[src/rtl/ptw_pkg.sv]
package ptw_pkg;

  typedef enum logic [1:0] {
    ACC_READ  = 2'd0,
    ACC_WRITE = 2'd1,
    ACC_FETCH = 2'd2
  } acc_e;

  typedef enum logic [2:0] {
    FC_NONE        = 3'd0,
    FC_NOT_PRESENT = 3'd1,
    FC_WRITE       = 3'd2,
    FC_PRIV        = 3'd3,
    FC_NOEXEC      = 3'd4,
    FC_NONCANON    = 3'd5
  } fault_e;

  // entry flag positions
  localparam int BIT_PRESENT = 0;
  localparam int BIT_WRITE   = 1;
  localparam int BIT_USER    = 2;
  localparam int BIT_SIZE    = 7;
  localparam int BIT_NOEXEC  = 63;

endpackage

[src/rtl/ptw_va_decode.sv]
module ptw_va_decode #(
  parameter int VA_BITS  = 48,
  parameter int LEVELS   = 4,
  parameter int IDX_BITS = 9,
  parameter int OFF_BITS = 12,
  localparam int STEP_W  = $clog2(LEVELS),
  localparam int TOP_W   = 64 - VA_BITS + 1
) (
  input  logic [63:0]         va,
  input  logic [STEP_W-1:0]   step,
  output logic                canonical,
  output logic [IDX_BITS-1:0] idx
);

  logic [IDX_BITS-1:0] slice [LEVELS];
  logic [TOP_W-1:0]    sign_bits;
  logic                unused_low;

  // step 0 uses the most significant index
  for (genvar g = 0; g < LEVELS; g++) begin : g_slice
    localparam int LSB = OFF_BITS + IDX_BITS * (LEVELS - 1 - g);
    assign slice[g] = va[LSB +: IDX_BITS];
  end

  assign idx        = slice[step];
  assign sign_bits  = va[63:VA_BITS-1];
  assign canonical  = (&sign_bits) | ~(|sign_bits);
  assign unused_low = ^va[OFF_BITS-1:0];

endmodule

[src/rtl/ptw_entry_check.sv]
module ptw_entry_check
  import ptw_pkg::*;
#(
  parameter int PA_BITS  = 48,
  parameter int OFF_BITS = 12,
  parameter int LEVELS   = 4,
  localparam int STEP_W  = $clog2(LEVELS)
) (
  input  logic [63:0]        entry,
  input  logic [1:0]         acc,
  input  logic               user,
  input  logic [STEP_W-1:0]  step,
  output fault_e             fault_code,
  output logic               leaf,
  output logic [PA_BITS-1:0] next_base
);

  logic size_allowed;
  logic unused_entry;

  always_comb begin
    if (!entry[BIT_PRESENT])
      fault_code = FC_NOT_PRESENT;
    else if (user && !entry[BIT_USER])
      fault_code = FC_PRIV;
    else if ((acc == ACC_WRITE) && !entry[BIT_WRITE])
      fault_code = FC_WRITE;
    else if ((acc == ACC_FETCH) && entry[BIT_NOEXEC])
      fault_code = FC_NOEXEC;
    else
      fault_code = FC_NONE;
  end

  // large pages only at the inner levels other than the last
  assign size_allowed = (step != '0) && (step != STEP_W'(LEVELS - 1));
  assign leaf         = (step == STEP_W'(LEVELS - 1)) || (size_allowed && entry[BIT_SIZE]);
  assign next_base    = {entry[PA_BITS-1:OFF_BITS], {OFF_BITS{1'b0}}};
  assign unused_entry = ^{entry[62:PA_BITS], entry[OFF_BITS-1:8], entry[6:3]};

endmodule

[src/rtl/ptw_walker.sv]
module ptw_walker
  import ptw_pkg::*;
#(
  parameter int VA_BITS  = 48,
  parameter int PA_BITS  = 48,
  parameter int LEVELS   = 4,
  parameter int IDX_BITS = 9,
  parameter int OFF_BITS = 12,
  localparam int STEP_W  = $clog2(LEVELS),
  localparam int LVL_W   = $clog2(LEVELS + 1)
) (
  input  logic               clk,
  input  logic               rst_n,
  input  logic               req_valid,
  output logic               req_ready,
  input  logic [63:0]        req_va,
  input  logic [1:0]         req_acc,
  input  logic               req_user,
  input  logic [PA_BITS-1:0] root_base,
  output logic               mem_req_valid,
  input  logic               mem_req_ready,
  output logic [PA_BITS-1:0] mem_req_addr,
  input  logic               mem_rsp_valid,
  output logic               mem_rsp_ready,
  input  logic [63:0]        mem_rsp_data,
  output logic               rsp_valid,
  input  logic               rsp_ready,
  output logic [PA_BITS-1:0] rsp_pa,
  output logic               rsp_fault,
  output logic [2:0]         rsp_fault_code,
  output logic [LVL_W-1:0]   rsp_fault_level
);

  typedef enum logic [1:0] {S_IDLE, S_ISSUE, S_WAIT, S_DONE} state_e;

  state_e             state_q;
  logic [STEP_W-1:0]  step_q;
  logic [63:0]        va_q;
  logic [1:0]         acc_q;
  logic               user_q;
  logic [PA_BITS-1:0] base_q;
  logic [PA_BITS-1:0] pa_q;
  fault_e             code_q;
  logic [LVL_W-1:0]   lvl_q;

  logic                va_ok;
  logic [IDX_BITS-1:0] idx;
  fault_e              chk_code;
  logic                chk_leaf;
  logic [PA_BITS-1:0]  chk_next;
  logic [PA_BITS-1:0]  leaf_mask;
  logic [PA_BITS-1:0]  mask_tbl [LEVELS];

  ptw_va_decode #(
    .VA_BITS (VA_BITS),
    .LEVELS  (LEVELS),
    .IDX_BITS(IDX_BITS),
    .OFF_BITS(OFF_BITS)
  ) u_dec (
    .va       (va_q),
    .step     (step_q),
    .canonical(va_ok),
    .idx      (idx)
  );

  ptw_entry_check #(
    .PA_BITS (PA_BITS),
    .OFF_BITS(OFF_BITS),
    .LEVELS  (LEVELS)
  ) u_chk (
    .entry     (mem_rsp_data),
    .acc       (acc_q),
    .user      (user_q),
    .step      (step_q),
    .fault_code(chk_code),
    .leaf      (chk_leaf),
    .next_base (chk_next)
  );

  // page offset mask for a walk that ends at each step
  for (genvar g = 0; g < LEVELS; g++) begin : g_mask
    localparam int OB = OFF_BITS + IDX_BITS * (LEVELS - 1 - g);
    assign mask_tbl[g] = (PA_BITS'(1) << OB) - PA_BITS'(1);
  end
  assign leaf_mask = mask_tbl[step_q];

  assign req_ready       = (state_q == S_IDLE);
  assign mem_req_valid   = (state_q == S_ISSUE) && va_ok;
  assign mem_req_addr    = base_q + (PA_BITS'(idx) << 3);
  assign mem_rsp_ready   = (state_q == S_WAIT);
  assign rsp_valid       = (state_q == S_DONE);
  assign rsp_pa          = pa_q;
  assign rsp_fault       = (code_q != FC_NONE);
  assign rsp_fault_code  = code_q;
  assign rsp_fault_level = lvl_q;

  always_ff @(posedge clk or negedge rst_n) begin
    if (!rst_n) begin
      state_q <= S_IDLE;
      step_q  <= '0;
      va_q    <= '0;
      acc_q   <= '0;
      user_q  <= 1'b0;
      base_q  <= '0;
      pa_q    <= '0;
      code_q  <= FC_NONE;
      lvl_q   <= '0;
    end else begin
      unique case (state_q)
        S_IDLE: begin
          if (req_valid) begin
            va_q    <= req_va;
            acc_q   <= req_acc;
            user_q  <= req_user;
            base_q  <= root_base;
            step_q  <= '0;
            pa_q    <= '0;
            code_q  <= FC_NONE;
            lvl_q   <= '0;
            state_q <= S_ISSUE;
          end
        end
        S_ISSUE: begin
          if (!va_ok) begin
            code_q  <= FC_NONCANON;
            state_q <= S_DONE;
          end else if (mem_req_ready) begin
            state_q <= S_WAIT;
          end
        end
        S_WAIT: begin
          if (mem_rsp_valid) begin
            if (chk_code != FC_NONE) begin
              code_q  <= chk_code;
              lvl_q   <= LVL_W'(step_q) + LVL_W'(1);
              state_q <= S_DONE;
            end else if (chk_leaf) begin
              pa_q    <= (chk_next & ~leaf_mask) | (va_q[PA_BITS-1:0] & leaf_mask);
              state_q <= S_DONE;
            end else begin
              base_q  <= chk_next;
              step_q  <= step_q + STEP_W'(1);
              state_q <= S_ISSUE;
            end
          end
        end
        S_DONE: begin
          if (rsp_ready) state_q <= S_IDLE;
        end
        default: state_q <= S_IDLE;
      endcase
    end
  end

endmodule

[config.mk]
export PLATFORM = sky130hd
export DESIGN_NAME = ptw_walker
export DESIGN_NICKNAME = d
export VERILOG_FILES = /design/src/rtl/ptw_pkg.sv /design/src/rtl/ptw_va_decode.sv /design/src/rtl/ptw_entry_check.sv /design/src/rtl/ptw_walker.sv
export SDC_FILE = /design/constraint.sdc
export NUM_CORES = 1
export LEC_CHECK = 0
export ABC_AREA = 1
export ABC_CLOCK_PERIOD_IN_PS = 9000
export BUFFER_PORTS_ARGS = -buffer_cell sky130_fd_sc_hd__buf_2
export CAP_MARGIN = 20
export CORE_MARGIN = 3
export CORE_UTILIZATION = 57
export DETAILED_ROUTE_END_ITERATION = 12
export GPL_TIMING_DRIVEN = 0
export PLACE_DENSITY = 0.87
export SYNTH_ARGS = -nofsm -noshare
export SYNTH_HDL_FRONTEND = slang
export SYNTH_SLANG_ARGS = --single-unit
[constraint.sdc]
create_clock -name clk -period 9 [get_ports clk]
set_clock_uncertainty 0.2 [all_clocks]
set_input_delay 1.8 -clock clk [delete_from_list [all_inputs] [get_ports clk]]
set_output_delay 1.8 -clock clk [all_outputs]
set_load 0.005 [all_outputs]
==> impl_metrics.tcl, run 1 <==
set metrics [dict create \
    status "finished, final reports clean" \
    grt_overflow 0 \
    synth_warnings 0 \
    fin_crit_sh_pct 67.0 \
    required_ps 7000 \
    hold_buffers 0 \
    arrival_ps 4030 \
    drive_gt1_share_pct 18.4 \
    synthToLayoutAreaGrowth_pct 22.7 \
    drc 0 \
    tightest_slew_ps 649 \
    fmax_mhz 166 \
    grt_usage_pct 36.4 \
    async_flop_share_pct 100 \
    maxSlewViolCount 0 \
    numCtsBuffers 17 \
    cts.clk_slew.worst_paths_ps 70 \
    cp_slowest_stage_delay_ps 440 \
    avgSynthCellArea_um2 6.79 \
    cp_cell_sequence "clkbuf_1, clkbuf_1, o21ai_0, o22ai_1, ha_1, inv_1, fa_1, inv_1, nand3_1, nand3_1, nand2_1, nand2_1, nand2_1, nand2_1, nand2_1, nand2_1, nand2_1, buf_2" \
    nNetsFinal 1942 \
    cp-end-kind "primary output" \
    place_area_um2 11500 \
    coreArea_um2 16800 \
    post-route-min-period_ps 6030 \
    hold_violations 0 \
    die_height_um 138 \
    synth_seq_area_share_pct 43.9 \
    synth.distinct_cells 31 \
    netlist_area_um2 9860 \
    max_slew_margin_pct 56.8 \
    fp-row-count 47 \
    fin_ws_ps 2970 \
    antenna_found_initial 3 \
    grt_pass1_wl_um 52500 \
    die_w_um 138 \
    path_max_fanout 10 \
    place_ws_ps 3560 \
    rsz0062_at_grt "false" \
    grt_pass1_vias 10100 \
    fin_util_pct 72.2 \
    wl_um 34700 \
    ys_ff_latch 173 \
    drtPass1Iterations 5 \
    port_buffers 268 \
    power.density_nw_per_um2 346 \
    path_common_cell "nand2_1" \
    cap_violations 0 \
    vdd_drop_max_uv 247 \
    power.leakage_nw 6.92 \
    wire_per_inst_um 17.5 \
    htree_levels 4 \
    finalPower_mw 4.19 \
    cts-root-buf "clkbuf_16" \
    cts_setup_buffers 0 \
    ant_nets 0 \
    place.gp.congestion 1.03 \
    vias 11000 \
    synth_edf_count 0 \
    die-area_um2 18900 \
    final_cell_area_um2 12100 \
    drt-initial-drc-count 1213 \
    postCtsResizedCells 0 \
    fin_tns_setup_ps 0 \
    setup_viol 0 \
    hpwlAfterDp_um 27000 \
    viasPerCell 5.58 \
    initial_core_util_pct 58.9 \
    cpMaxStageDelayCell "fa_1" \
    cts.path.max_buffers 2 \
    holdCritPathClass "flop to flop" \
    syn_nets 1654 \
    startpoint_type "flop" \
    grt_start_max_net_pins 115 \
    ioPinCount 292 \
    synth_cells 1453 \
    synth_flop_cell "dfrtp_1" \
    cts_tree "done" \
    critPathKind "flop to primary output" \
    insertion_delay_ps 440 \
    clock-sinks 173 \
]
==> flip-flops by register name (all words and copies together), names as in the netlist <==
| name | cells |
|---|---|
| base_q | 48 |
| rsp_fault_level | 3 |
| rsp_pa | 48 |
| user_q | 1 |
| acc_q | 2 |
| state_q | 2 |
| va_q | 64 |
| rsp_fault_code | 3 |
| step_q | 2 |
==> area by class of cell <==
| type | instances | area [um^2] |
|---|---|---|
| plain buffers | 67 | 285 |
| repair buffers | 269 | 1380 |
| multi-input cells | 1106 | 4850 |
| clock inverters | 12 | 129 |
| clock buffers | 19 | 443 |
| diodes | 4 | 10.0 |
| flip-flops and latches | 173 | 4330 |
| well taps | 220 | 275 |
| fillers | 1404 | 4660 |
| inverters | 107 | 402 |
==> cells in the mapped netlist (5+ instances only) <==
| cell type | count | area [um^2] |
|---|---|---|
| clkbuf_1 | 45 | 169 |
| nand2_1 | 683 | 2560 |
| buf_4 | 5 | 37.5 |
| o22ai_1 | 8 | 50.1 |
| buf_2 | 12 | 60.1 |
| nand3_1 | 144 | 721 |
| a21oi_1 | 28 | 140 |
| inv_1 | 102 | 383 |
| ha_1 | 15 | 188 |
| o21ai_1 | 6 | 30.0 |
| xor2_1 | 20 | 175 |
| nand4_1 | 14 | 87.6 |
| o21ai_0 | 75 | 375 |
| buf_1 | 5 | 18.8 |
| nor2_1 | 77 | 289 |
| dfrtp_1 | 173 | 4330 |
| nor3_1 | 22 | 110 |
==> cells in the final DEF (no fill, tap or decap), drive strengths merged, types with 20 or more instances in the layout <==
| master | synthesis | layout |
|---|---|---|
| nand2 | 683 | 683 |
| buf | 22 | 291 |
| dfrtp | 173 | 173 |
| nand3 | 145 | 145 |
| inv | 105 | 112 |
| o21ai | 81 | 81 |
| nor2 | 77 | 77 |
| clkbuf | 45 | 64 |
| a21oi | 29 | 29 |
| nor3 | 22 | 22 |
| xor2 | 20 | 20 |
==> power breakdown <==
group	internal [mW]	leakage, nW	switching [mW]	total [mW]
sequential	1.13	2.23	0.318	1.45
combinational	0.705	4.40	1.30	2.01
clock	0.397	0.286	0.334	0.730
==> logic make-up after synthesis <==
| family | count (synthesis) | synth area share [%] |
|---|---|---|
| and+or+nand+nor | 948 | 38.8 |
| buffers and inverters | 174 | 6.96 |
| DFF | 173 | 43.9 |
| AOI/OAI and AO/OA | 121 | 6.37 |
| xor gates and xnor gates | 21 | 1.86 |
| adders and majority gates | 16 | 2.11 |
==> routing by layer <==
layer	share of wire (%)	routed length, um	global-route usage (%)
met5	0	0	0
met4	4.4	1540	16.0
met3	10	3480	7.89
met2	47	16300	59.1
met1	39	13400	47.1
==> critical path, delay by kind of cell, from the launching register on <==
family	cells	cell delay [ps]
AND/OR/NAND/NOR	9	1070
buffers and inverters	5	1060
adder cells (fa/ha/maj)	2	700
AO/OA/AOI/OAI	2	420
flip-flops	1	350
==> path summary, 6_finish.rpt <==
| check | start | end | slack (ps) | cells past startpoint |
|---|---|---|---|---|
| min in group asynchronous | rst_n | base_q[11]$_DFFE_PN0P_ | 1080 | 1 |
| setup reg to reg | step_q[1]$_DFFE_PN0P_ | base_q[32]$_DFFE_PN0P_ | 5810 | 9 |
| hold reg to reg | base_q[1]$_DFFE_PN0P_ | base_q[1]$_DFFE_PN0P_ | 270 | 2 |
| hold / removal | base_q[1]$_DFFE_PN0P_ | base_q[1]$_DFFE_PN0P_ | 270 | 2 |
| setup / recovery | step_q[1]$_DFFE_PN0P_ | mem_req_addr[21] | 2970 | 18 |
| max in group asynchronous | rst_n | rsp_pa[19]$_DFFE_PN0P_ | 6590 | 2 |
==> stage by stage <==
stage	std cells	hold WS, ps
floorplan	1453	243
global route	1975	305
global placement	1941	256
finish	1977	273
detailed placement	1942	260
CTS	1973	278
No activity file was read; power rests on OpenSTA's default activity.
==> run 2: changes to the inputs <==
--- a/config.mk
+++ b/config.mk
@@ -6,14 +6,14 @@
 export NUM_CORES = 1
 export LEC_CHECK = 0
 export ABC_AREA = 1
-export ABC_CLOCK_PERIOD_IN_PS = 9000
+export ABC_CLOCK_PERIOD_IN_PS = 4900
 export BUFFER_PORTS_ARGS = -buffer_cell sky130_fd_sc_hd__buf_2
 export CAP_MARGIN = 20
 export CORE_MARGIN = 3
-export CORE_UTILIZATION = 57
+export CORE_UTILIZATION = 48
 export DETAILED_ROUTE_END_ITERATION = 12
 export GPL_TIMING_DRIVEN = 0
-export PLACE_DENSITY = 0.87
+export PLACE_DENSITY = 0.78
 export SYNTH_ARGS = -nofsm -noshare
 export SYNTH_HDL_FRONTEND = slang
 export SYNTH_SLANG_ARGS = --single-unit
==> constraint.sdc (replaced) <==
create_clock -name clk -period 4.9 [get_ports clk]
set_clock_uncertainty 0.2 [all_clocks]
set_input_delay 0.98 -clock clk [delete_from_list [all_inputs] [get_ports clk]]
set_output_delay 0.98 -clock clk [all_outputs]
set_load 0.005 [all_outputs]
==> impl_metrics.tcl, run 2 (synthesis results as in run 1) <==
set metrics [dict create \
    status "finished, final reports clean" \
    cp_num_buf_inv 4 \
    globalRoute.busiestLayer "met2" \
    post-route-min-period_ps 4720 \
    fill_cells 1879 \
    layout_common_cells "679 x nand2_1, 280 x buf_2, 172 x dfrtp_1, 143 x nand3_1, 102 x inv_1" \
    power.leakage_nw 6.93 \
    grt_use_met3_pct 6.68 \
    port_buffers 268 \
    fin_crit_sh_pct 96.2 \
    wl_um 35600 \
    cts.path.max_buffers 2 \
    insertion_delay_ps 440 \
    maxSlewViolCount 0 \
    die_height_um 149 \
    path_max_fanout 10 \
    grt_overflow 0 \
    use_met1_pct 42.0 \
    ant_nets 0 \
    ioPinCount 292 \
    wire_per_inst_um 17.6 \
    drc 0 \
    cts.clk_slew.worst_paths_ps 70 \
    vdd_drop_max_uv 376 \
    r2r_start "step_q[0]$_DFFE_PN0P_" \
    place_area_um2 11600 \
    max_slew_margin_pct 52.5 \
    r2r_end "base_q[27]$_DFFE_PN0P_" \
    critPathKind "flop to primary output" \
    drtPass1Iterations 5 \
    hpwlAfterDp_um 28400 \
    fmax_mhz 212 \
    startpoint_type "flop" \
    coreArea_um2 19800 \
    cts_setup_buffers 0 \
    holdCritPathClass "primary input to async pin" \
    cp_cell_sequence "inv_1, clkbuf_1, nor2_1, o22ai_1, ha_1, nand2_1, inv_1, a21oi_1, nand2_1, nand2_1, nand2_1, nand2_1, nor2_1, nor2_1, buf_2" \
    grt_pass1_wl_um 54400 \
    fp-row-count 51 \
    grt_pass1_vias 10200 \
    htree_levels 4 \
    place.gp.congestion 0.979 \
    power.density_nw_per_um2 638 \
    grt_usage_pct 31.7 \
    synthToLayoutAreaGrowth_pct 23.7 \
    nNetsFinal 1941 \
    initial_core_util_pct 49.7 \
    path_delay_family "simple AND/OR/NAND/NOR gates" \
    ff2ff_setup_slack_ps 1990 \
    grt_start_max_net_pins 123 \
    vias 10700 \
    cp-end-kind "primary output" \
    top_register "va_q" \
    final_cell_area_um2 12200 \
    drive_gt1_share_pct 19.2 \
    tightest_slew_ps 712 \
    setup_viol 0 \
    path_common_cell "nand2_1" \
    hold_buffers 0 \
    cap_violations 0 \
    fin_tns_setup_ps 0 \
    drt-initial-drc-count 935 \
    fin_util_pct 61.5 \
    final_common_cell "nand2_1" \
    clock-sinks 173 \
    die_w_um 149 \
    r2r_cells 8 \
    required_ps 3720 \
    viasPerCell 5.31 \
    die-area_um2 22300 \
    numCtsBuffers 17 \
    largest_reg_flops 64 \
    hold_violations 0 \
    cts-root-buf "clkbuf_16" \
    cpMaxStageDelayCell "dfrtp_1" \
    arrival_ps 3540 \
    antenna_found_initial 1 \
    cts_tree "done" \
    met2_usage_pct 51.9 \
    cp_slowest_stage_delay_ps 400 \
]
-- run 2: worst reg2reg max path: cells and delay by family (launching register included) --
kind | cells | cell delay, ps
fa+ha+maj | 1 | 330
buf+inv | 3 | 880
simple gates | 1 | 150
compound gates | 3 | 800
flops | 1 | 400
-- run 2: worst max path at each step --
stage / slack [ps] / endpoint / startpoint / depth (start not counted)
after CTS: 20 / mem_req_addr[45] / step_q[1]$_DFFE_PN0P_ / 17
after global routing: -10 / mem_req_addr[22] / step_q[0]$_DFFE_PN0P_ / 15
after detailed placement: 240 / mem_req_addr[45] / step_q[1]$_DFFE_PN0P_ / 18
after floorplan: 1120 / mem_req_addr[13] / step_q[1]$_DFFE_PN0P_ / 15
after global placement: -110 / va_q[10]$_DFFE_PN0P_ / rst_n / 1
final: 180 / mem_req_addr[22] / step_q[0]$_DFFE_PN0P_ / 15
-- run 2: metrics by stage --
| step | cells | setup WS (ps) | hold slack, ps | total power, mW |
|---|---|---|---|---|
| CTS | 2018 | 18.1 | 257 | 7.73 |
| finish | 2020 | 185 | 237 | 7.79 |
| global placement | 1986 | -110 | 259 | 6.24 |
| floorplan | 1453 | 1120 | 243 | 4.72 |
| detailed placement | 1987 | 238 | 266 | 6.32 |
| global route | 2019 | -10.1 | 261 | 8.37 |
-- run 2: power by group --
group	switching, mW	internal, mW
Sequential	0.592	2.08
Clock	0.654	0.728
Combinational	2.43	1.30
Total	3.67	4.11
-- run 2: layer usage --
layer	share of wire (%)	up-vias	wire length, um
li1	-	5164	-
met1	41	4948	14500
met2	47	528	16700
met3	9.3	77	3310
met4	3.1	0	1100
met5	0	-	0
-- run 2: layout make-up --
class | count | area, um^2 | area share [%]
multi-input combinational | 1106 | 4860 | 39.9
sequential | 173 | 4330 | 35.5
timing repair buffer | 269 | 1380 | 11.3
clock buffer | 17 | 425 | 3.49
inverter | 107 | 402 | 3.29
tap | 265 | 332 | 2.72
buffer | 66 | 290 | 2.38
clock inverter | 15 | 175 | 1.44
antenna | 2 | 5.00 | 0.0410
-- run 2: what timing repair did --
item	CTS	global route
gates cloned	0	0
gates resized for setup	4	13
endpoints found under the setup margin	17	17
pin swaps	0	1
